--- src/rtl/vbe_pkg.sv ---
package vbe_pkg;
  typedef enum logic [1:0] {
    ST_IDLE  = 2'd0,
    ST_ISSUE = 2'd1,
    ST_WAIT  = 2'd2,
    ST_DONE  = 2'd3
  } vbe_state_e;

  typedef struct packed {
    logic       uncond;
    logic       pol;
    logic       all;
    logic       zero;
    logic       snz;
    logic       vlset;
    logic       incl;
    logic       wb;
    logic [1:0] bsel;
  } vbe_opts_t;
endpackage

--- src/rtl/vbe_elem_test.sv ---
module vbe_elem_test (
  input  logic [3:0] fld,
  input  logic [1:0] bsel,
  input  logic       masked,
  input  logic       snz,
  input  logic       uncond,
  input  logic       pol,
  output logic       pass
);
  logic tbit;

  always_comb begin
    tbit = masked ? snz : fld[bsel];
    pass = uncond | ~(tbit ^ pol);
  end
endmodule

--- src/rtl/vbe_merge.sv ---
module vbe_merge (
  input  logic mode_all,
  input  logic vlset,
  input  logic acc_in,
  input  logic pass,
  output logic acc_out,
  output logic stop,
  output logic trunc
);
  always_comb begin
    acc_out = mode_all ? (acc_in & pass) : (acc_in | pass);
    trunc   = vlset & ~pass;
    stop    = trunc | (mode_all ? ~pass : pass);
  end
endmodule

--- src/rtl/vbranch_eval.sv ---
module vbranch_eval
  import vbe_pkg::*;
#(
  parameter int MAXVL = 64,
  parameter int FW    = 7,
  localparam int VLW  = $clog2(MAXVL + 1),
  localparam int IW   = (MAXVL > 1) ? $clog2(MAXVL) : 1
) (
  input  logic             clk,
  input  logic             rst_n,
  input  logic             start,
  input  logic [VLW-1:0]   cfg_vl,
  input  logic [MAXVL-1:0] pred_mask,
  input  logic [FW-1:0]    base_fld,
  input  logic [1:0]       bit_sel,
  input  logic             opt_uncond,
  input  logic             opt_pol,
  input  logic             mode_all,
  input  logic             zero_en,
  input  logic             snz_bit,
  input  logic             vlset_en,
  input  logic             vl_incl,
  input  logic             wb_en,
  input  logic [FW-1:0]    wb_base,
  output logic             rd_en,
  output logic [FW-1:0]    rd_idx,
  input  logic [3:0]       rd_data,
  output logic             wr_en,
  output logic [FW-1:0]    wr_idx,
  output logic [3:0]       wr_data,
  output logic             busy,
  output logic             done,
  output logic             taken,
  output logic [VLW-1:0]   vl_out,
  output logic             vl_trunc,
  output logic [VLW-1:0]   test_cnt
);
  vbe_state_e       state_q;
  vbe_opts_t        opt_q;
  logic [VLW-1:0]   vl_q, idx_q, cnt_q, vl_out_q;
  logic [MAXVL-1:0] pred_q;
  logic [FW-1:0]    base_q, wbase_q;
  logic             acc_q, taken_q, trunc_q;

  logic in_range, pred_bit, accept;
  logic ev_valid, ev_masked;
  logic pass, acc_n, stop, trunc_n;

  assign accept    = (state_q == ST_IDLE) || (state_q == ST_DONE);
  assign in_range  = (idx_q < vl_q);
  assign pred_bit  = pred_q[idx_q[IW-1:0]];
  assign ev_masked = (state_q == ST_ISSUE);
  assign ev_valid  = (state_q == ST_WAIT) ||
                     ((state_q == ST_ISSUE) && in_range && !pred_bit && opt_q.zero);

  vbe_elem_test u_test (
    .fld    (rd_data),
    .bsel   (opt_q.bsel),
    .masked (ev_masked),
    .snz    (opt_q.snz),
    .uncond (opt_q.uncond),
    .pol    (opt_q.pol),
    .pass   (pass)
  );

  vbe_merge u_merge (
    .mode_all (opt_q.all),
    .vlset    (opt_q.vlset),
    .acc_in   (acc_q),
    .pass     (pass),
    .acc_out  (acc_n),
    .stop     (stop),
    .trunc    (trunc_n)
  );

  always_comb begin
    rd_en   = (state_q == ST_ISSUE) && in_range && pred_bit;
    rd_idx  = base_q + FW'(idx_q);
    wr_en   = (state_q == ST_WAIT) && opt_q.wb;
    wr_idx  = wbase_q + FW'(idx_q);
    wr_data = rd_data;
  end

  always_ff @(posedge clk or negedge rst_n) begin
    if (!rst_n) begin
      state_q  <= ST_IDLE;
      opt_q    <= '0;
      vl_q     <= '0;
      idx_q    <= '0;
      cnt_q    <= '0;
      vl_out_q <= '0;
      pred_q   <= '0;
      base_q   <= '0;
      wbase_q  <= '0;
      acc_q    <= 1'b0;
      taken_q  <= 1'b0;
      trunc_q  <= 1'b0;
    end else begin
      case (state_q)
        ST_IDLE, ST_DONE: begin
          if (start) begin
            opt_q    <= '{uncond: opt_uncond, pol: opt_pol, all: mode_all,
                          zero: zero_en, snz: snz_bit, vlset: vlset_en,
                          incl: vl_incl, wb: wb_en, bsel: bit_sel};
            vl_q     <= cfg_vl;
            vl_out_q <= cfg_vl;
            pred_q   <= pred_mask;
            base_q   <= base_fld;
            wbase_q  <= wb_base;
            idx_q    <= '0;
            cnt_q    <= '0;
            acc_q    <= mode_all;
            taken_q  <= mode_all;
            trunc_q  <= 1'b0;
            state_q  <= (cfg_vl == '0) ? ST_DONE : ST_ISSUE;
          end
        end
        ST_ISSUE: begin
          if (!in_range) begin
            taken_q <= acc_q;
            state_q <= ST_DONE;
          end else if (pred_bit) begin
            state_q <= ST_WAIT;
          end else if (!opt_q.zero) begin
            idx_q <= idx_q + VLW'(1);
          end
        end
        ST_WAIT: begin
          cnt_q <= cnt_q + VLW'(1);
        end
        default: state_q <= ST_IDLE;
      endcase

      if (ev_valid) begin
        acc_q <= acc_n;
        if (stop) begin
          taken_q <= acc_n;
          state_q <= ST_DONE;
          if (trunc_n) begin
            trunc_q  <= 1'b1;
            vl_out_q <= opt_q.incl ? (idx_q + VLW'(1)) : idx_q;
          end
        end else begin
          idx_q   <= idx_q + VLW'(1);
          state_q <= ST_ISSUE;
        end
      end
    end
  end

  assign busy     = (state_q == ST_ISSUE) || (state_q == ST_WAIT);
  assign done     = (state_q == ST_DONE);
  assign taken    = taken_q;
  assign vl_out   = vl_out_q;
  assign vl_trunc = trunc_q;
  assign test_cnt = cnt_q;

  // a read is issued only for an unmasked element inside the length
  p_rd_legal_r4: assert property (@(posedge clk) disable iff (!rst_n)
    rd_en |-> (in_range && pred_bit));

  // a write follows a read in the previous cycle
  p_wr_after_rd_r9: assert property (@(posedge clk) disable iff (!rst_n)
    wr_en |-> $past(rd_en));

  // a zero length finishes in the next cycle
  p_vl0_r10: assert property (@(posedge clk) disable iff (!rst_n)
    (accept && start && cfg_vl == '0) |=> done);

  // results hold while done is held and no start arrives
  p_hold_r11: assert property (@(posedge clk) disable iff (!rst_n)
    (done && !start) |=> (done && $stable(taken) && $stable(vl_out) &&
                          $stable(test_cnt) && $stable(vl_trunc)));

  // the count never exceeds the captured length
  p_cnt_r8: assert property (@(posedge clk) disable iff (!rst_n)
    done |-> (test_cnt <= vl_q));

  // a truncated length is never longer than the captured one
  p_trunc_r7: assert property (@(posedge clk) disable iff (!rst_n)
    (done && vl_trunc) |-> (vl_out <= vl_q));

  // busy and done never overlap
  p_excl_r12: assert property (@(posedge clk) disable iff (!rst_n)
    !(busy && done));
endmodule

--- config.mk ---
export PLATFORM = sky130hd
export DESIGN_NAME = vbranch_eval
export DESIGN_NICKNAME = d
export VERILOG_FILES = /design/src/rtl/vbe_pkg.sv /design/src/rtl/vbe_elem_test.sv /design/src/rtl/vbe_merge.sv /design/src/rtl/vbranch_eval.sv
export SDC_FILE = /design/constraint.sdc
export NUM_CORES = 1
export LEC_CHECK = 0
export BUFFER_PORTS_ARGS = -buffer_cell sky130_fd_sc_hd__buf_2
export CELL_PAD_IN_SITES_DETAIL_PLACEMENT = 1
export CELL_PAD_IN_SITES_GLOBAL_PLACEMENT = 2
export CORE_UTILIZATION = 30
export CTS_CLUSTER_SIZE = 24
export DETAILED_ROUTE_END_ITERATION = 8
export HOLD_SLACK_MARGIN = 0.05
export PLACE_DENSITY = 0.81
export SYNTH_ARGS = -nofsm -noshare
export SYNTH_HDL_FRONTEND = slang
export SYNTH_SLANG_ARGS = --single-unit
--- constraint.sdc ---
create_clock -name clk -period 2.7 [get_ports clk]
set_clock_uncertainty 0.1 [all_clocks]
set_input_delay 0.405 -clock clk [delete_from_list [all_inputs] [get_ports clk]]
set_output_delay 0.405 -clock clk [all_outputs]
set_load 0.005 [all_outputs]
==> impl_metrics.json, run 1 <==
{
  "worst_setup_path_class": "reg -> out",
  "synth.ff_latch_count": 121,
  "area.sequential_um2": 3029,
  "h-tree-depth": 4,
  "sequential_cell_fraction_of_total_power_pct": 29.2,
  "total_wire_length_after_detailed_routing_um": 20750,
  "post-dp-hpwl_um": 14870,
  "worst_hold_path_type": "in -> reg",
  "report.final.hold_viol_count": 0,
  "root_buffer": "sky130_fd_sc_hd__clkbuf_16",
  "comb_power_share_pct": 49.2,
  "route.antenna.remaining_nets": 0,
  "switchingPower_mw": 4.370,
  "stdcell_area_um2": 8969,
  "die_area_um2": 22590,
  "violations": "negative setup slack",
  "post_drt_wl_per_cell_um": 16.95,
  "peakVddDrop_mv": 0.4394,
  "drt_pass1_iterations": 4,
  "initial_drc_count": 214,
  "remaining_drc_errors": 0,
  "endpoint_kind": "output pin",
  "post-layout-total-power_mw": 11.09,
  "floorplan.die.height_um": 150.3,
  "dpl.cell_count": 1174,
  "power_report.internal_total_mw": 6.717,
  "worst_pin_slew_ns": 0.4252,
  "slew_viol_final": 0,
  "final-instance-count-excl-fill": 1224,
  "result_of_the_run": "finished, violations left",
  "grt_pass1_wl_um": 32940,
  "clockPowerShare_pct": 21.6,
  "place_ws_ns": -0.3611,
  "timing.final.crit_period_ns": 3.178,
  "synthDistinctLibCells": 61,
  "mappedNetlistArea_um2": 6598,
  "grt-ovfl-total": 0,
  "filler_cell_count": 2535,
  "num-nets-final": 1063,
  "vias_per_cell": 4.834,
  "vias_in_the_first_global_route": 6282,
  "layout-area-overhead-vs-synth_pct": 35.94,
  "port_buffers": 139,
  "period_share_pct": 117.7,
  "setup-tns-final_ns": -5.640,
  "holdWs_ns": 0.06850,
  "synthesis.area_per_instance_um2": 8.785,
  "power_switching_share_pct": 39.42,
  "finalWeightedCongestion": 0.8237,
  "critical_path.max_fanout": 3,
  "critPathLaunchType": "register",
  "synth_fp_nets": 878,
  "synth_seq_area_share_pct": 45.89,
  "grt_max_degree": 76,
  "die_x_um": 150.3,
  "antenna_found_initial": 0,
  "start_util_pct": 30.99,
  "synth_ff_type": "sky130_fd_sc_hd__dfrtp_1",
  "post-route-worst-setup-slack_ns": -0.4782,
  "cts_buffers": 17,
  "placement.cell_area_um2": 7964,
  "synth_edf_count": 0,
  "number_of_warnings_printed_during_yosys_synthesis": 0,
  "cts.clk_slew.worst_paths_ns": 0.06,
  "power_per_cell_area_nw_per_um2": 1236,
  "tritoncts": "done",
  "async_reset_ff_share_pct": 100.0,
  "placement_rows": 53,
  "final_setup_violations": 24,
  "insertedDiodeCount": 0,
  "max-slew-margin-rel_pct": 71.65,
  "vias": 5917,
  "setup_repair_after_global_routing_missed_its_margin": "yes",
  "cap_viol_max_count": 0,
  "arr_time_crit_path_ns": 2.67,
  "clock-sinks": 121,
  "core-area_um2": 21290,
  "worstSkewPairLatency_ns": 0.43,
  "power.static_leakage_nw": 4.522,
  "utilization_of_the_core_after_routing_pct": 42.13,
  "worst-r2r-setup-slack_ns": -0.28,
  "req_time_crit_path_ns": 2.19,
  "multi_input_area_um2": 3480,
  "fmaxAchievable_mhz": 314.6,
  "max-clock-path-buffers": 2,
  "drive_above_1_share_pct": 30.24,
  "postSynthCellCount": 751,
  "io-pin-count": 140,
  "track_usage_pct": 19.14
}
-- worst paths after layout --
path	from	end	cells after the start
min in group asynchronous	rst_n	pred_q[23]	2
max in group asynchronous	rst_n	vl_out[6]	3
min reg2reg	pred_q[41]	pred_q[41]	2
min	bit_sel[0]	opt_q[0]	3
max reg2reg	idx_q[0]	vl_out[6]	10
max	idx_q[0]	rd_en	9
-- flip-flops by register name, indices dropped and copies added (netlist names) --
signal,cells
pred_q,64
vl_out,7
idx_q,7
opt_q,10
acc_q,1
vl_q,7
base_q,7
taken,1
vl_trunc,1
state_q,2
wbase_q,7
test_cnt,7
-- power groups by stage --
| stage | combinational, mW | sequential [mW] | clock [mW] |
|---|---|---|---|
| after floorplan | 3.07 | 3.03 | 0 |
| after global placement | 4.70 | 3.20 | 0 |
| after detailed placement | 4.82 | 3.24 | 0 |
| after CTS | 5.22 | 3.22 | 2.45 |
| after global routing | 6.07 | 3.33 | 2.51 |
| final | 5.45 | 3.24 | 2.40 |
-- timing repair --
action                                  in CTS  in global routing
endpoints found under the setup margin      26                 26
endpoints found under the hold margin       28                  0
gates resized for setup                     29                 23
hold buffers                                 3                  0
setup buffers                                7                  8
pin swaps                                   17                 15
-- placed cells by master, fill, tap and decap left out, types with 17 or more instances in the layout --
cell type,instances
sky130_fd_sc_hd__a21oi_1,18
sky130_fd_sc_hd__buf_2,138
sky130_fd_sc_hd__buf_4,50
sky130_fd_sc_hd__clkbuf_16,17
sky130_fd_sc_hd__dfrtp_1,120
sky130_fd_sc_hd__ha_1,18
sky130_fd_sc_hd__inv_1,28
sky130_fd_sc_hd__mux2i_1,21
sky130_fd_sc_hd__nand2_1,289
sky130_fd_sc_hd__o21ai_0,25
-- worst max-delay path, stage by stage (launching register included) --
cell and delay [ns]:
sky130_fd_sc_hd__dfrtp_2 0.42, sky130_fd_sc_hd__buf_12 0.12, sky130_fd_sc_hd__mux4_2 0.49, sky130_fd_sc_hd__mux2_4 0.28, sky130_fd_sc_hd__a221o_1 0.31, sky130_fd_sc_hd__and3_4 0.19
sky130_fd_sc_hd__buf_6 0.12, sky130_fd_sc_hd__nor2_4 0.11, sky130_fd_sc_hd__nor3_4 0.06, sky130_fd_sc_hd__buf_2 0.15
-- area by class of cell --
class                           instances  area share (%)
Clock inverter                         11           1.618
Inverter                               30           1.256
Clock buffer                           21           5.246
Tap cell                              275           3.836
Sequential cell                       121           33.78
Multi-Input combinational cell        556           38.80
Timing Repair Buffer                  210           15.47
-- synth_stat cells, types with 4 or more instances --
library cell	n	area [um^2]
sky130_fd_sc_hd__nor2_1	18	67.56
sky130_fd_sc_hd__o21ai_0	25	125.1
sky130_fd_sc_hd__mux4_2	10	225.2
sky130_fd_sc_hd__dfrtp_1	121	3028
sky130_fd_sc_hd__buf_4	5	37.54
sky130_fd_sc_hd__a31oi_1	5	31.28
sky130_fd_sc_hd__nand3_1	8	40.04
sky130_fd_sc_hd__a2bb2oi_1	4	35.03
sky130_fd_sc_hd__nand2_1	290	1089
sky130_fd_sc_hd__o21bai_1	4	30.03
sky130_fd_sc_hd__and2_1	7	43.79
sky130_fd_sc_hd__a21boi_0	7	52.55
sky130_fd_sc_hd__clkbuf_1	31	116.4
sky130_fd_sc_hd__buf_2	4	20.02
sky130_fd_sc_hd__a221o_1	4	40.04
sky130_fd_sc_hd__inv_1	30	112.6
sky130_fd_sc_hd__a21o_1	5	37.54
sky130_fd_sc_hd__xnor2_1	14	122.6
sky130_fd_sc_hd__nand4_1	4	25.02
sky130_fd_sc_hd__mux2i_1	23	230.2
sky130_fd_sc_hd__xor2_1	7	61.31
sky130_fd_sc_hd__a21oi_1	23	115.1
sky130_fd_sc_hd__nor3_1	9	45.04
sky130_fd_sc_hd__nor2b_1	4	25.02
sky130_fd_sc_hd__ha_1	23	287.8
sky130_fd_sc_hd__o221ai_1	4	35.03
-- cells by family (layout without fill, tap and decap cells) --
group	after synthesis	after routing	synth area share, %
AOI/OAI and AO/OA	112	112	11.66
adders and majority gates	25	25	4.969
muxes	35	35	7.244
and+or+nand+nor	363	363	22.76
buffers and inverters	74	272	4.684
DFF	121	121	45.89
xor gates and xnor gates	21	21	2.788
-- layer usage --
metal  wire, um  GRT usage (%)  up-vias
li1           -              -     2887
met1       9687          24.96     2879
met2       9925          31.43      120
met3        754          3.606       31
met4        382          7.071        0
met5          0              0        -
Note: power is estimated with default switching activity, not from simulation.
==> inputs of run 2 (changes only) <==
--- a/config.mk
+++ b/config.mk
@@ -9,6 +9,7 @@
 export CELL_PAD_IN_SITES_DETAIL_PLACEMENT = 1
 export CELL_PAD_IN_SITES_GLOBAL_PLACEMENT = 2
 export CORE_UTILIZATION = 30
+export CTS_BUF_LIST = sky130_fd_sc_hd__clkbuf_4 sky130_fd_sc_hd__clkbuf_8 sky130_fd_sc_hd__clkbuf_16
 export CTS_CLUSTER_SIZE = 24
 export DETAILED_ROUTE_END_ITERATION = 8
 export HOLD_SLACK_MARGIN = 0.05
==> run 2 against run 1 <==
  * The flow still finishes with violations (negative setup slack)
  * Die area did not move
  * First-iteration DRC count shrank 0.47%
  * Clock power about the same
  * Hold slack hardly changed
  * Largest power group unchanged
  * Highest routed layer unchanged
==> impl_metrics.json, run 2 (synthesized netlist as in run 1, its figures left out) <==
{
  "result_of_the_run": "finished, violations left",
  "violations": "negative setup slack",
  "fmaxAchievable_mhz": 314.6,
  "hold_endpoint": "opt_q[0]",
  "layout_commonest_cell": "sky130_fd_sc_hd__nand2_1",
  "insertedDiodeCount": 0,
  "report.final.hold_viol_count": 0,
  "top_regs": "pred_q x64, opt_q x10",
  "max-slew-margin-rel_pct": 71.66,
  "floorplan.die.height_um": 150.3,
  "vias_in_the_first_global_route": 6282,
  "worstSkewPairLatency_ns": 0.43,
  "io-pin-count": 140,
  "critical_path.max_fanout": 3,
  "initial_drc_count": 213,
  "hold_path_depth": 3,
  "root_buffer": "sky130_fd_sc_hd__clkbuf_16",
  "worst-r2r-setup-slack_ns": -0.28,
  "antenna_found_initial": 0,
  "cts_buffers": 17,
  "track_usage_pct": 19.14,
  "max-clock-path-buffers": 2,
  "critPathLaunchType": "register",
  "setup-tns-final_ns": -5.641,
  "drive_above_1_share_pct": 30.35,
  "final-instance-count-excl-fill": 1224,
  "grt-ovfl-total": 0,
  "vias_per_cell": 4.833,
  "cap_viol_max_count": 0,
  "post-layout-total-power_mw": 11.10,
  "remaining_drc_errors": 0,
  "clock-sinks": 121,
  "routed-wl-met2_um": 9925,
  "post-route-worst-setup-slack_ns": -0.4782,
  "drt_pass1_iterations": 4,
  "timing.final.crit_period_ns": 3.178,
  "peakVddDrop_mv": 0.4394,
  "layout-area-overhead-vs-synth_pct": 35.99,
  "route.antenna.remaining_nets": 0,
  "worst_setup_path_class": "reg -> out",
  "dr.max_layer_used": "met4",
  "power_switching_share_pct": 39.38,
  "comb_power_share_pct": 49.1,
  "placement_rows": 53,
  "power_per_cell_area_nw_per_um2": 1237,
  "worst_hold_path_type": "in -> reg",
  "max_flop_register": "pred_q",
  "r2r-start": "idx_q[0]",
  "arr_time_crit_path_ns": 2.67,
  "req_time_crit_path_ns": 2.19,
  "final_setup_violations": 24,
  "setup_repair_after_global_routing_missed_its_margin": "yes",
  "h-tree-depth": 4,
  "worstHoldStart": "bit_sel[0]",
  "endpoint_kind": "output pin",
  "die_x_um": 150.3,
  "timing.rr.end": "vl_out[6]",
  "num-nets-final": 1063,
  "port_buffers": 139,
  "tritoncts": "done",
  "power.static_leakage_nw": 4.525,
  "clockPowerShare_pct": 21.7,
  "filler_cell_count": 2535,
  "period_share_pct": 117.7,
  "core-area_um2": 21290,
  "total_wire_length_after_detailed_routing_um": 20750,
  "r2r.worst_path.cells": 10,
  "vias": 5915,
  "detailroute.wirelength.met3_um": 753,
  "worst_pin_slew_ns": 0.4251,
  "slew_viol_final": 0,
  "post-dp-hpwl_um": 14870,
  "sequential_cell_fraction_of_total_power_pct": 29.2,
  "mostFrequentLayoutCells": "sky130_fd_sc_hd__nand2_1 (289), sky130_fd_sc_hd__buf_2 (138), sky130_fd_sc_hd__dfrtp_1 (120)",
  "power_report.internal_total_mw": 6.727,
  "start_util_pct": 30.99,
  "die_area_um2": 22590,
  "dpl.cell_count": 1174,
  "drt-met1-wl_um": 9687,
  "grt_pass1_wl_um": 32940,
  "post_drt_wl_per_cell_um": 16.95,
  "largest_register_ff_count": 64,
  "grt_max_degree": 76,
  "cts.clk_slew.worst_paths_ns": 0.06,
  "switchingPower_mw": 4.371,
  "finalWeightedCongestion": 0.8237
}
[run 2: cell counts in the layout (fill, tap and decap cells not counted)]
No cell type changed its count.
[run 2: what timing repair did]
action	in CTS	in global routing
gates resized for setup	29	23
setup buffers	7	8
pin swaps	17	15
endpoints found under the setup margin	26	26
endpoints found under the hold margin	28	0
hold buffers	3	0
[run 2: power by group through the flow]
stage | sequential, mW | combinational, mW | clock (mW)
finish | 3.24 | 5.45 | 2.41
global placement | 3.20 | 4.70 | 0
global route | 3.33 | 6.07 | 2.52
detailed placement | 3.24 | 4.82 | 0
floorplan | 3.03 | 3.07 | 0
CTS | 3.22 | 5.22 | 2.46
[run 2: worst max-delay path, stage by stage, from the launching register on]
cell and delay [ns]:
sky130_fd_sc_hd__dfrtp_2 0.42, sky130_fd_sc_hd__buf_12 0.12, sky130_fd_sc_hd__mux4_2 0.49, sky130_fd_sc_hd__mux2_4 0.28, sky130_fd_sc_hd__a221o_1 0.31, sky130_fd_sc_hd__and3_4 0.19, sky130_fd_sc_hd__buf_6 0.12, sky130_fd_sc_hd__nor2_4 0.11
sky130_fd_sc_hd__nor3_4 0.06, sky130_fd_sc_hd__buf_2 0.15
[run 2: metal layers]
layer | global-route usage (%) | vias up
met2 | 31.43 | 119
met3 | 3.606 | 31
met5 | 0 | -
met1 | 24.96 | 2879
li1 | - | 2886
met4 | 7.071 | 0
[run 2: metrics by stage]
step / setup slack, ns / util, % / hold slack, ns / instance area (um^2)
6_report: -0.4782 / 42.15 / 0.06851 / 8972
5_1_grt: -0.5515 / 42.15 / 0.06554 / 8972
4_1_cts: -0.4666 / 41.34 / 0.05239 / 8800
3_5_place_dp: -0.3611 / 37.41 / 0.2760 / 7964
3_3_place_gp: -0.3317 / 37.41 / 0.2698 / 7964
2_1_floorplan: -0.2141 / - / 0.009409 / 6621
[run 2: cell type report]
type	count	area [um^2]	area share (%)
multi-input combinational	556	3480	38.78
sequential	121	3029	33.76
timing repair buffer	210	1388	15.47
clock buffer	21	474.2	5.285
tap	275	344.1	3.835
clock inverter	11	145.1	1.618
inverter	30	112.6	1.255
[run 2: how the worst max path moves through the flow]
stage                     endpoint  slack (ns)  cells after the start  startpoint
after CTS                    rd_en       -0.47                      9    idx_q[0]
after detailed placement  idx_q[0]       -0.36                      8  rd_data[3]
final                        rd_en       -0.48                      9    idx_q[0]
after floorplan           idx_q[5]       -0.21                      9    idx_q[0]
after global placement    idx_q[0]       -0.33                      8  rd_data[3]
after global routing         rd_en       -0.55                      9    idx_q[0]
==> inputs of run 3 (changes only) <==
--- a/config.mk
+++ b/config.mk
@@ -8,12 +8,13 @@
 export BUFFER_PORTS_ARGS = -buffer_cell sky130_fd_sc_hd__buf_2
 export CELL_PAD_IN_SITES_DETAIL_PLACEMENT = 1
 export CELL_PAD_IN_SITES_GLOBAL_PLACEMENT = 2
-export CORE_UTILIZATION = 30
+export CORE_ASPECT_RATIO = 1.75
+export CORE_UTILIZATION = 33
 export CTS_BUF_LIST = sky130_fd_sc_hd__clkbuf_4 sky130_fd_sc_hd__clkbuf_8 sky130_fd_sc_hd__clkbuf_16
 export CTS_CLUSTER_SIZE = 24
 export DETAILED_ROUTE_END_ITERATION = 8
 export HOLD_SLACK_MARGIN = 0.05
-export PLACE_DENSITY = 0.81
+export PLACE_DENSITY = 0.85
 export SYNTH_ARGS = -nofsm -noshare
 export SYNTH_HDL_FRONTEND = slang
 export SYNTH_SLANG_ARGS = --single-unit
==> constraint.sdc (replaced) <==
create_clock -name clk -period 3.35 [get_ports clk]
set_clock_uncertainty 0.1 [all_clocks]
set_input_delay 0.5025 -clock clk [delete_from_list [all_inputs] [get_ports clk]]
set_output_delay 0.5025 -clock clk [all_outputs]
set_load 0.005 [all_outputs]
==> run 3 against run 2 <==
  * The flow now finishes without violations
  * Die area decreased by 8.9%
  * Worst setup slack improved by 0.58 ns
  * Final cell count decreased by 5.8%
  * First-iteration DRC count decreased by 27%
  * Critical endpoint is now wr_idx[6]
  * Power decreased by 25%
  * Sequential power decreased by 18%
  * Critical path type unchanged
  * Sequential share of layout area increased by 2.6 points
  * Utilization increased by 0.24 points
  * Combinational power decreased by 32%
  * Critical path depth increased by 2
  * Register-to-register slack improved by 0.49 ns
  * Count of clock-buffer cells in the layout decreased by 4
==> impl_metrics.json, run 3 (synthesized netlist as in run 1, its figures left out) <==
{
  "result_of_the_run": "complete, no violations",
  "critical_path.max_fanout": 9,
  "worst_hold_path_type": "in -> async",
  "vias": 5818,
  "power.static_leakage_nw": 4.260,
  "worstSkewPairLatency_ns": 0.42,
  "grt_pass1_wl_um": 33240,
  "initial_drc_count": 156,
  "placement_rows": 68,
  "crit_path_max_incr_delay_ns": 0.48,
  "remaining_drc_errors": 0,
  "largest_register_ff_count": 64,
  "placement.cell_area_um2": 7646,
  "num-nets-final": 1021,
  "vias_per_cell": 5.046,
  "drt_pass1_iterations": 4,
  "grt_max_degree": 122,
  "power_per_cell_area_nw_per_um2": 993.2,
  "post-dp-hpwl_um": 15360,
  "arr_time_crit_path_ns": 2.65,
  "layout-area-overhead-vs-synth_pct": 26.27,
  "setup-tns-final_ns": 0,
  "worst_setup_path_class": "reg -> out",
  "tritoncts": "done",
  "final_setup_violations": 0,
  "post_drt_wl_per_cell_um": 17.87,
  "req_time_crit_path_ns": 2.75,
  "worst_pin_slew_ns": 0.7261,
  "floorplan.die.height_um": 189.0,
  "start_util_pct": 33.57,
  "max_flop_register": "pred_q",
  "top_regs": "pred_q x64, opt_q x10",
  "track_usage_pct": 21.33,
  "route.antenna.remaining_nets": 0,
  "antenna_found_initial": 1,
  "final-instance-count-excl-fill": 1153,
  "layout_commonest_cell": "sky130_fd_sc_hd__nand2_1",
  "drive_above_1_share_pct": 25.03,
  "fmaxAchievable_mhz": 307.7,
  "setup_repair_after_global_routing_missed_its_margin": "yes",
  "h-tree-depth": 4,
  "post-layout-total-power_mw": 8.274,
  "die_area_um2": 20580,
  "root_buffer": "sky130_fd_sc_hd__clkbuf_16",
  "dpl.cell_count": 1115,
  "die_x_um": 108.9,
  "critPathLaunchType": "register",
  "max-clock-path-buffers": 2,
  "max-slew-margin-rel_pct": 51.60,
  "core-area_um2": 19650,
  "period_share_pct": 97.02,
  "peakVddDrop_mv": 0.4090,
  "mostFrequentLayoutCells": "sky130_fd_sc_hd__nand2_1 (289), sky130_fd_sc_hd__buf_2 (138), sky130_fd_sc_hd__dfrtp_1 (118)",
  "timing.critical_path.slowest_stage_cell": "sky130_fd_sc_hd__dfrtp_2",
  "timing.final.crit_period_ns": 3.250,
  "io-pin-count": 140,
  "stdcell_area_um2": 8330,
  "port_buffers": 139,
  "cp_cell_sequence": "buf_8, ha_1, inv_1, fa_1, inv_1, a21oi_1, o21bai_1, a21o_1, a21oi_1, xnor2_1, buf_2",
  "clock-sinks": 121,
  "slew_viol_final": 0,
  "total_wire_length_after_detailed_routing_um": 20610,
  "endpoint_kind": "output pin",
  "vias_in_the_first_global_route": 6428,
  "cts.clk_slew.worst_paths_ns": 0.06,
  "cap_viol_max_count": 0,
  "report.final.hold_viol_count": 0,
  "holdBufCountCts": 0,
  "grt-ovfl-total": 0,
  "cts_buffers": 17,
  "finalWeightedCongestion": 0.8635
}
[run 3: routing by layer]
metal / share of wire [%] / GRT usage (%)
met1: 37 / 22.37
met5: 0 / 0
met3: 2.3 / 3.098
met2: 57 / 39.62
met4: 3.7 / 11.49
[run 3: path summary, 6_finish.rpt]
check / from / end / slack, ns / depth (start not counted)
setup / recovery: idx_q[0] / wr_idx[6] / 0.1 / 11
hold / removal: rst_n / wbase_q[5] / 0.02 / 2
setup reg to reg: idx_q[0] / idx_q[5] / 0.21 / 8
hold reg to reg: opt_q[2] / opt_q[2] / 0.37 / 2
max in group asynchronous: rst_n / idx_q[0] / 2.54 / 2
min in group clk: pred_mask[36] / pred_q[36] / 0.17 / 3
[run 3: power breakdown]
group          total, mW  internal, mW  switching [mW]  leakage (nW)
clock network       1.91          1.13           0.781         0.288
logic               3.71          1.59            2.12          2.46
registers           2.66          2.13           0.533          1.51
total               8.27          4.84            3.43          4.26
[run 3: final cells by class]
| class | instances | area [um^2] |
|---|---|---|
| Timing Repair Buffer | 168 | 980.9 |
| Clock buffer | 17 | 425.4 |
| Sequential cell | 121 | 3032 |
| Clock inverter | 15 | 177.7 |
| Antenna cell | 1 | 2.502 |
| Tap cell | 245 | 306.5 |
| Inverter | 30 | 112.6 |
| Fill cell | 2355 | 11320 |
| Multi-Input combinational cell | 556 | 3293 |
[run 3: metrics by stage]
step           worst slack (ns)  util (%)  hold slack [ns]
2_1_floorplan            0.3555         -           0.1069
3_3_place_gp             0.1943     38.90           0.3549
3_5_place_dp             0.1259     38.90           0.3586
4_1_cts                0.004543     42.09           0.1143
5_1_grt                -0.03649     42.39          0.08641
6_report                0.09999     42.39          0.01612
[run 3: timing repair]
| action | in CTS | in global routing |
|---|---|---|
| gates resized for setup | 5 | 7 |
| setup buffers | 1 | 4 |
| setup endpoints to repair | 3 | 3 |
| pin swaps | 0 | 3 |
| gates cloned | 0 | 0 |
[run 3: critical path, delay by kind of cell (launching register included)]
kind	cells	cell delay (ns)
fa+ha+maj	2	0.60
buf+inv	4	0.46
flops	1	0.48
xor+xnor	1	0.18
compound gates	4	0.48
